[src/rtl/errTrapPkg.sv]
package errTrapPkg;
  localparam int CLS_W = 3;
  localparam int OP_W  = 3;
  localparam int STA_W = 7;

  typedef enum logic [CLS_W-1:0] {
    CLS_HWCOR   = 3'd0,
    CLS_SWCOR   = 3'd1,
    CLS_UEDATA  = 3'd2,
    CLS_UETAG   = 3'd3,
    CLS_TIMEOUT = 3'd4,
    CLS_BUSERR  = 3'd5
  } errClass_e;

  typedef enum logic [OP_W-1:0] {
    OP_LOAD   = 3'd0,
    OP_IFETCH = 3'd1,
    OP_ATOMIC = 3'd2,
    OP_MERGE  = 3'd3,
    OP_WBACK  = 3'd4,
    OP_COPY   = 3'd5,
    OP_VECTOR = 3'd6
  } srcOp_e;

  typedef enum logic [1:0] {
    TRAP_FAST    = 2'd0,
    TRAP_INSTR   = 2'd1,
    TRAP_DATA    = 2'd2,
    TRAP_DISRUPT = 2'd3
  } trapKind_e;

  localparam int STA_FAST_COR = 0;
  localparam int STA_FAST_UNC = 1;
  localparam int STA_COR      = 2;

  typedef struct packed {
    logic [STA_W-1:0] staSet;
    logic             trapFire;
    trapKind_e        trapKind;
  } ctrlStrb_t;
endpackage

[src/rtl/errTrapCtrl.sv]
module errTrapCtrl
  import errTrapPkg::*;
#(
  parameter int NUM_EVT = 2
) (
  input  logic                     clk,
  input  logic                     rstN,
  input  logic [NUM_EVT-1:0]       evtValid,
  input  logic [NUM_EVT*CLS_W-1:0] evtClass,
  input  logic [NUM_EVT*OP_W-1:0]  evtOp,
  input  logic [NUM_EVT-1:0]       evtFromCache,
  input  logic [1:0]               vecTrapSel,
  input  logic                     ceEn,
  input  logic                     ncEn,
  input  logic                     fastEn,
  output ctrlStrb_t                strb
);
  logic [NUM_EVT-1:0] wFast, wInstr, wData, wDisr;
  logic [STA_W-1:0]   evSet [NUM_EVT];

  for (genvar i = 0; i < NUM_EVT; i++) begin : g_evt
    errClass_e cls;
    srcOp_e    op;
    logic      readOp, fastHit, corHit, uncHit;
    trapKind_e uncKind;
    logic [STA_W-1:0] setV;

    assign cls     = errClass_e'(evtClass[CLS_W*i +: CLS_W]);
    assign op      = srcOp_e'(evtOp[OP_W*i +: OP_W]);
    assign readOp  = (op == OP_LOAD) || (op == OP_IFETCH) || (op == OP_ATOMIC);
    assign fastHit = evtValid[i] && evtFromCache[i] && readOp &&
                     ((cls == CLS_SWCOR) || (cls == CLS_UEDATA));
    assign corHit  = evtValid[i] && !fastHit && ((cls == CLS_HWCOR) || (cls == CLS_SWCOR));
    assign uncHit  = evtValid[i] && !fastHit &&
                     ((cls == CLS_UEDATA) || (cls == CLS_UETAG) ||
                      (cls == CLS_TIMEOUT) || (cls == CLS_BUSERR));

    always_comb begin
      unique case (op)
        OP_IFETCH:         uncKind = TRAP_INSTR;
        OP_LOAD, OP_ATOMIC: uncKind = TRAP_DATA;
        OP_VECTOR: begin
          if (vecTrapSel == 2'd1)      uncKind = TRAP_INSTR;
          else if (vecTrapSel == 2'd2) uncKind = TRAP_DATA;
          else                         uncKind = TRAP_DISRUPT;
        end
        default:           uncKind = TRAP_DISRUPT;
      endcase
    end

    always_comb begin
      setV = '0;
      if (fastHit) setV[(cls == CLS_SWCOR) ? STA_FAST_COR : STA_FAST_UNC] = 1'b1;
      if (corHit)  setV[STA_COR] = 1'b1;
      if (uncHit)  setV[int'(cls) + 1] = 1'b1;
    end

    assign evSet[i]  = setV;
    assign wFast[i]  = fastHit && fastEn;
    assign wInstr[i] = uncHit && ncEn && (uncKind == TRAP_INSTR);
    assign wData[i]  = uncHit && ncEn && (uncKind == TRAP_DATA);
    assign wDisr[i]  = (uncHit && ncEn && (uncKind == TRAP_DISRUPT)) || (corHit && ceEn);
  end

  always_comb begin
    strb.staSet = '0;
    for (int i = 0; i < NUM_EVT; i++) strb.staSet = strb.staSet | evSet[i];
    strb.trapFire = |{wFast, wInstr, wData, wDisr};
    if (|wFast)       strb.trapKind = TRAP_FAST;
    else if (|wInstr) strb.trapKind = TRAP_INSTR;
    else if (|wData)  strb.trapKind = TRAP_DATA;
    else              strb.trapKind = TRAP_DISRUPT;
  end

  // a fast trap request needs the fast enable
  p_fast_gated_r3: assert property (@(posedge clk) disable iff (!rstN)
    (strb.trapFire && strb.trapKind == TRAP_FAST) |-> fastEn);
  // no enable, no trap request
  p_mask_no_trap_r8: assert property (@(posedge clk) disable iff (!rstN)
    (!ceEn && !ncEn && !fastEn) |-> !strb.trapFire);
endmodule

[src/rtl/errTrapDatapath.sv]
module errTrapDatapath
  import errTrapPkg::*;
#(
  parameter int REG_W  = 32,
  parameter int DCHK_W = 9,
  parameter int TCHK_W = 4
) (
  input  logic              clk,
  input  logic              rstN,
  input  logic              regWr,
  input  logic [REG_W-1:0]  regWrData,
  output logic [REG_W-1:0]  regRdData,
  input  logic              staClr,
  input  logic [STA_W-1:0]  staClrMask,
  output logic [STA_W-1:0]  staRdData,
  input  ctrlStrb_t         strb,
  output logic              trapValid,
  output logic [1:0]        trapType,
  input  logic [DCHK_W-1:0] genDataCheck,
  input  logic [TCHK_W-1:0] genTagCheck,
  output logic [DCHK_W-1:0] wrDataCheck,
  output logic [TCHK_W-1:0] wrTagCheck,
  output logic              ceEn,
  output logic              ncEn,
  output logic              fastEn
);
  localparam int CE_BIT  = 0;
  localparam int NC_BIT  = 1;
  localparam int FST_BIT = 3;
  localparam int FDV_LSB = 4;
  localparam int FD_BIT  = FDV_LSB + DCHK_W;
  localparam int FTV_LSB = FD_BIT + 1;
  localparam int FT_BIT  = FTV_LSB + TCHK_W;

  function automatic logic [REG_W-1:0] mkMask();
    logic [REG_W-1:0] m = '0;
    m[CE_BIT]  = 1'b1;
    m[NC_BIT]  = 1'b1;
    m[FST_BIT] = 1'b1;
    for (int b = FDV_LSB; b <= FT_BIT; b++) m[b] = 1'b1;
    return m;
  endfunction
  localparam logic [REG_W-1:0] WR_MASK = mkMask();

  logic [REG_W-1:0] enReg;
  logic [STA_W-1:0] staReg;
  logic [STA_W-1:0] clrVec;

  assign clrVec = staClr ? staClrMask : '0;

  always_ff @(posedge clk or negedge rstN) begin
    if (!rstN) begin
      enReg     <= '0;
      staReg    <= '0;
      trapValid <= 1'b0;
      trapType  <= 2'd0;
    end else begin
      if (regWr) enReg <= regWrData & WR_MASK;
      staReg    <= (staReg & ~clrVec) | strb.staSet;
      trapValid <= strb.trapFire;
      trapType  <= strb.trapFire ? strb.trapKind : 2'd0;
    end
  end

  assign regRdData   = enReg;
  assign staRdData   = staReg;
  assign ceEn        = enReg[CE_BIT];
  assign ncEn        = enReg[NC_BIT];
  assign fastEn      = enReg[FST_BIT];
  assign wrDataCheck = enReg[FD_BIT] ? enReg[FDV_LSB +: DCHK_W] : genDataCheck;
  assign wrTagCheck  = enReg[FT_BIT] ? enReg[FTV_LSB +: TCHK_W] : genTagCheck;

  // every trap pulse leaves a logged status bit
  p_trap_logged_r8: assert property (@(posedge clk) disable iff (!rstN)
    trapValid |-> (staReg != '0));
  // a set bit survives unless a clear targeted it
  p_sticky_r9: assert property (@(posedge clk) disable iff (!rstN)
    1'b1 |=> ((($past(staReg) & ~$past(clrVec)) & ~staReg) == '0));
  // a set request always lands, even against a clear
  p_set_wins_r9: assert property (@(posedge clk) disable iff (!rstN)
    1'b1 |=> (($past(strb.staSet) & ~staReg) == '0));
  // the control register only changes on a write
  p_en_hold_r2: assert property (@(posedge clk) disable iff (!rstN)
    !regWr |=> $stable(enReg));
endmodule

[src/rtl/eccTrapDispatch.sv]
module eccTrapDispatch
  import errTrapPkg::*;
#(
  parameter int NUM_EVT = 2,
  parameter int REG_W   = 32,
  parameter int DCHK_W  = 9,
  parameter int TCHK_W  = 4
) (
  input  logic                     clk,
  input  logic                     rstN,
  input  logic                     regWr,
  input  logic [REG_W-1:0]         regWrData,
  output logic [REG_W-1:0]         regRdData,
  input  logic [NUM_EVT-1:0]       evtValid,
  input  logic [NUM_EVT*CLS_W-1:0] evtClass,
  input  logic [NUM_EVT*OP_W-1:0]  evtOp,
  input  logic [NUM_EVT-1:0]       evtFromCache,
  input  logic [1:0]               vecTrapSel,
  input  logic                     staClr,
  input  logic [STA_W-1:0]         staClrMask,
  output logic [STA_W-1:0]         staRdData,
  output logic                     trapValid,
  output logic [1:0]               trapType,
  input  logic [DCHK_W-1:0]        genDataCheck,
  input  logic [TCHK_W-1:0]        genTagCheck,
  output logic [DCHK_W-1:0]        wrDataCheck,
  output logic [TCHK_W-1:0]        wrTagCheck
);
  ctrlStrb_t strb;
  logic      ceEn, ncEn, fastEn;

  errTrapCtrl #(.NUM_EVT(NUM_EVT)) uCtrl (
    .clk(clk), .rstN(rstN),
    .evtValid(evtValid), .evtClass(evtClass), .evtOp(evtOp),
    .evtFromCache(evtFromCache), .vecTrapSel(vecTrapSel),
    .ceEn(ceEn), .ncEn(ncEn), .fastEn(fastEn), .strb(strb)
  );

  errTrapDatapath #(.REG_W(REG_W), .DCHK_W(DCHK_W), .TCHK_W(TCHK_W)) uPath (
    .clk(clk), .rstN(rstN),
    .regWr(regWr), .regWrData(regWrData), .regRdData(regRdData),
    .staClr(staClr), .staClrMask(staClrMask), .staRdData(staRdData),
    .strb(strb), .trapValid(trapValid), .trapType(trapType),
    .genDataCheck(genDataCheck), .genTagCheck(genTagCheck),
    .wrDataCheck(wrDataCheck), .wrTagCheck(wrTagCheck),
    .ceEn(ceEn), .ncEn(ncEn), .fastEn(fastEn)
  );
endmodule

[config.mk]
export PLATFORM = sky130hd
export DESIGN_NAME = eccTrapDispatch
export DESIGN_NICKNAME = d
export VERILOG_FILES = /design/src/rtl/errTrapPkg.sv /design/src/rtl/errTrapCtrl.sv /design/src/rtl/errTrapDatapath.sv /design/src/rtl/eccTrapDispatch.sv
export SDC_FILE = /design/constraint.sdc
export NUM_CORES = 1
export LEC_CHECK = 0
export BUFFER_PORTS_ARGS = -buffer_cell sky130_fd_sc_hd__buf_4
export CORE_UTILIZATION = 42
export CTS_CLUSTER_DIAMETER = 40
export DETAILED_ROUTE_END_ITERATION = 10
export GPL_TIMING_DRIVEN = 1
export PLACE_DENSITY = 0.81
export RECOVER_POWER = 100
export SLEW_MARGIN = 20
export SYNTH_ARGS = -nofsm -noshare
export SYNTH_HDL_FRONTEND = slang
export SYNTH_SLANG_ARGS = --single-unit
[constraint.sdc]
create_clock -name clk -period 1.7 [get_ports clk]
set_input_delay 0.425 -clock clk [delete_from_list [all_inputs] [get_ports clk]]
set_output_delay 0.425 -clock clk [all_outputs]
set_load 0.02 [all_outputs]
Yosys cells after proc, flatten, opt, wreduce, memory -nomap -nowiden
Cells that the tools add are included.

operators by class
  add/sub/neg operators = 2
  $lt $le $gt $ge = 8
  eq/ne operators = 24
  mux-type cells = 27
  bitwise logic cells = 6
  reduce and logical (&&, ||, !) cells = 56

operator list
  kind                   number
  $ge A32 B1 Y1 const B  4
  $lt A32 B5 Y1 const B  4
  $mux W7                5
  $logic_and A1 B1 Y1    28
  $or A7 B7 Y7           4
  $eq A3 B2 Y1 const B   6
  $eq A3 B3 Y1 const B   6
  $logic_or A1 B1 Y1     16
  $demux W1 S3           4
  $eq A3 B1 Y1 const B   4
  $logic_not A3 Y1       4
  $pmux W2 S3            2
  $eq A2 B2 Y1 const B   5
  $mux W1                10
  $reduce_or A2 Y1       5
  $mux W9                1
  $add A3 B1 Y4 const B  2
  $mux W2                4
  $reduce_or A8 Y1       1
  $and A7 B7 Y7          1
  $not A7 Y7             1
  $eq A2 B1 Y1 const B   3
  $mux W4                1
  $logic_not A1 Y1       2

word-level totals
  flip-flop bits (word level) = 28
  input port bits = 74
  output and inout bits = 55
  logic and storage cells = 127

Logic depth before layout (Yosys ltp)
  depth in word-level cells = 15
  depth in mapped cells = 7
  mapped depth without buffers = 7

Cells and area by module
A second synthesis with hierarchy kept.

second synthesis, totals
  cell total of the unflattened synthesis = 192
  area total of the unflattened synthesis = 2,074.5 µm²

by module, submodules not included
  module           instances  cells an instance  area an instance (µm²)  sequential area each (µm²)
  errTrapDatapath  1          96                 1,346.3                 700.7
  errTrapCtrl      1          96                 728.2                   0.0

Least setup slack after synthesis
OpenSTA, ideal clock, no wires.

  path type = input-to-reg
  start = in evtClass[0]
  end = reg uPath.staReg[5] (netlist: uPath.staRdData[5])
  setup time = 0.124 ns
  arrival = 1.751 ns
  required time = 1.576 ns
  path slack = -0.175 ns
  stages = 7
  path buffers = 0
  cell sequence = ha_1 ha_1 or3_1 o41ai_4 nor2_1 nor4b_1 a211o_1

between the ends
  word-level cells in the longest chain between the ends = 11
  elaborated cells on any way between the ends = 30
  those cells by class = add/sub: 1; order compare: 4; eq/ne: 5; mux: 7; bitwise: 3; reduce/logical: 10

ends and longest elaborated chain
  what                                                                         line                                  source
  from (decl)                                                                  eccTrapDispatch.sv:15                 input logic [NUM_EVT*CLS_W-1:0] evtClass,
  $eq A3 B1 Y1                                                                 errTrapCtrl.sv:32, errTrapCtrl.sv:53
  $mux W1                                                                      errTrapCtrl.sv:53                     if (fastHit) setV[(cls == CLS_SWCOR) ? STA_FAST_COR : STA_FAST_UNC] = 1'b1;
  $ge A32 B1 Y1 (implied by the code) / $lt A32 B5 Y1 (equally long branches)  errTrapCtrl.sv:53
  $logic_and A1 B1 Y1 (implied by the code)                                    errTrapCtrl.sv:53
  $mux W1                                                                      errTrapCtrl.sv:53
  $demux W1 S3                                                                 -
  $mux W7                                                                      errTrapCtrl.sv:53
  $or A7 B7 Y7 (no source line)                                                -
  $mux W7 *                                                                    errTrapCtrl.sv:55                     if (uncHit) setV[int'(cls) + 1] = 1'b1;
  $or A7 B7 Y7 *                                                               errTrapCtrl.sv:67                     for (int i = 0; i < NUM_EVT; i++) strb.staSet = strb.staSet | evSet[i];
  $or A7 B7 Y7 *                                                               errTrapDatapath.sv:59                 staReg <= (staReg & ~clrVec) | strb.staSet;
  to (signal assigned)                                                         errTrapDatapath.sv:59
  to (decl)                                                                    errTrapDatapath.sv:46                 logic [STA_W-1:0] staReg;

Every way passes the cells marked *; elsewhere a longest branch is shown, timed or not.
A chain may end at the register's enable or synchronous reset.

==> impl_metrics.tcl <==
set metrics [dict create \
    holdBufCountCts 0 \
    drv_cap 0 \
    mappedNetlistArea_mm2 0.00192 \
    p_total_w 0.00210 \
    via_per_inst 5.26 \
    fp-row-count 24 \
    hold_class "in -> async" \
    rsz0062_at_grt "true" \
    finalSetupTns_ns -0.0738 \
    numPlacedInstances 348 \
    holdWs_ns 0.179 \
    cts.sinks 28 \
    synth-seq-area-share_pct 36.5 \
    internal-power_w 0.00136 \
    hpwl_um 4330 \
    drv_slew 0 \
    initial_core_util_pct 43.8 \
    arrival_ns 1.87 \
    grt_pass1_vias 1904 \
    cts-htree-levels 1 \
    reg2reg_to "uPath.trapType[0]" \
    grt_max_degree 29 \
    num_antenna_cells 0 \
    vias 1868 \
    ys_ff_latch 28 \
    min_period_ns 1.73 \
    final_cells 355 \
    path_clk_slew_ns 0.09 \
    tightestPinTransition_ns 0.963 \
    hold_violations 0 \
    fmax_ghz 0.577 \
    status "complete, but fails checks" \
    cts_tree "built" \
    yosysWarnings 0 \
    coreArea_mm2 0.00438 \
    seqPwrFrac_pct 38.7 \
    clockBufferDepth 2 \
    power.density_mw_per_mm2 673 \
    clkLatencyLatePin_ns 0.27 \
    die_w_um 69.6 \
    cts-buffers-inserted 3 \
    setup_viol 9 \
    r2r_start "uPath.regRdData[1]" \
    portBuffers 100 \
    swShare_pct 35.1 \
    fp.dieArea_mm2 0.00485 \
    fin_skew_ns 0.000320 \
    grt_use_total_pct 22.7 \
    die_h_um 69.6 \
    avgSynthCellArea_um2 10.9 \
    drive_gt1_share_pct 58.1 \
    antenna_found_initial 0 \
    worst_slack_ns -0.0321 \
    grt_overflow 0 \
    yosysUniqueCellTypes 46 \
    clock_power_share_pct 16.8 \
    netSwitchingPower_w 0.000738 \
    cp-start-kind "input port" \
    fin_crit_sh_pct 102 \
    cts_root_buf "clkbuf_8" \
    ff2ff_path_depth 3 \
    drc_errors 0 \
    ir_drop_v 0.000552 \
    rrSetupSlack_ns 0.51 \
    grt_first_pass_wirelength_um 8890 \
    combPwrFrac_pct 44.5 \
    drt_pass1_iterations 7 \
    nets 389 \
    routed_wirelength_um 5630 \
    cp_max_fo 4 \
    area_growth_syn_to_layout_pct 62.3 \
    routedWlPerCell_um 15.9 \
    max-slew-margin-rel_pct 35.8 \
    drtIter0Drc 74 \
    end_kind "flip-flop" \
    p_leak_nw 1.41 \
    setup.worst_path.class "in -> reg" \
    syn_inst 176 \
    ioPinCount 129 \
    gp_congestion 0.906 \
    failed_checks "setup timing" \
    crit_required_ns 1.84 \
    antenna_left 0 \
]
[registers in the layout, indices dropped and copies added (netlist names)]
| signal | flops |
|---|---|
| uPath.trapValid | 1 |
| uPath.trapType | 2 |
| uPath.regRdData | 18 |
| uPath.staRdData | 7 |
[logic make-up after synthesis]
logic type | synth area share [%]
fa+ha+maj | 6.51
other cells | 0.195
buf+inv | 8.99
simple gates | 13.7
flops | 36.5
compound gates | 15.4
mux | 18.8
[critical path, cell delays in order]
cell	delay, ns
buf_8	0.11
ha_4	0.16
ha_4	0.16
or3_4	0.34
o41ai_4	0.07
buf_4	0.20
nor4bb_2	0.05
a211oi_2	0.25
nand3_1	0.12
[Yosys cell counts, drive strengths merged]
cell type | n | area share, %
nand4bb | 2 | 1.4
o211ai | 3 | 1.2
buf | 18 | 6.8
nor3 | 2 | 0.52
o41ai | 2 | 2.3
o22ai | 1 | 0.33
nor4 | 1 | 0.33
nor2 | 4 | 0.78
o31ai | 1 | 0.39
a21oi | 5 | 1.3
o21ai | 4 | 1.2
inv | 9 | 1.8
a222oi | 1 | 0.52
conb | 1 | 0.20
or3 | 2 | 0.65
o311ai | 5 | 2.7
a211oi | 1 | 0.65
a221oi | 1 | 0.46
mux2 | 32 | 19
a211o | 2 | 0.98
nor4b | 1 | 0.46
nor4bb | 4 | 2.1
or4 | 2 | 0.78
o21a | 1 | 0.39
nand3b | 3 | 1.2
nand2 | 14 | 2.7
o221ai | 1 | 0.46
dfrtp | 28 | 36
nand3 | 3 | 0.78
o2bb2ai | 2 | 1.2
nand4 | 1 | 0.33
a2111oi | 2 | 0.91
ha | 10 | 6.5
or2 | 1 | 0.46
a21boi | 1 | 0.39
nor3b | 3 | 1.2
clkbuf | 2 | 0.39
[how the worst max path moves through the flow]
stage,endpoint,slack (ns),cells after the start,startpoint
2_1_floorplan,uPath.staRdData[5],-0.1,7,evtClass[0]
3_3_place_gp,uPath.trapType[0],-0.31,8,evtClass[3]
3_5_place_dp,uPath.trapType[0],-0.40,7,evtClass[0]
4_1_cts,uPath.trapValid,0.0005,8,evtClass[4]
5_1_grt,uPath.trapValid,-0.07,9,evtClass[1]
6_report,uPath.trapValid,-0.03,9,evtClass[1]
[repair_timing]
action	4_1_cts	5_1_grt
endpoints found under the hold margin	0	0
pin swaps	8	6
gates resized for setup	14	31
setup buffers	4	0
setup endpoints to repair	15	18
[power groups by stage]
stage	sequential (W)	combinational, W	clock (W)
finish	0.000812	0.000935	0.000353
global route	0.000822	0.000989	0.000393
CTS	0.000811	0.000933	0.000368
detailed placement	0.000830	0.000897	0
global placement	0.000827	0.000880	0
floorplan	0.000905	0.000409	0
[layout by cell type, fill, tap and decap left out, drive strengths merged, types with 5 or more instances in the layout]
| master | Yosys | final |
|---|---|---|
| mux2 | 32 | 32 |
| ha | 10 | 10 |
| inv | 9 | 8 |
| conb | 1 | 14 |
| o311ai | 5 | 5 |
| a21oi | 5 | 5 |
| dfrtp | 28 | 28 |
| clkbuf | 2 | 30 |
| buf | 18 | 104 |
| nand2 | 14 | 14 |
[per-stage QoR]
stage          cell area [um^2]  setup slack, ns  utilization (%)
2_1_floorplan              2100          -0.0954                -
3_3_place_gp               2980           -0.306             68.1
3_5_place_dp               2980           -0.397             68.1
4_1_cts                    3090         0.000532             70.4
5_1_grt                    3120          -0.0651             71.1
6_report                   3120          -0.0321             71.1
[cell type report]
| class | instances | area [um^2] |
|---|---|---|
| multi-input cells | 132 | 1320 |
| fillers | 359 | 1270 |
| repair buffers | 131 | 951 |
| flip-flops and latches | 28 | 703 |
| well taps | 52 | 65.1 |
| clock buffers | 3 | 41.3 |
| inverters | 9 | 37.5 |
[metal layers]
layer	global-route usage, %	vias to the layer above	share of wire (%)
met3	4.07	12	3.7
met1	27.2	909	41
met4	6.00	0	1.7
met5	0	-	0
met2	41.6	58	53
li1	-	889	-
(Power assumes the default switching activity.)
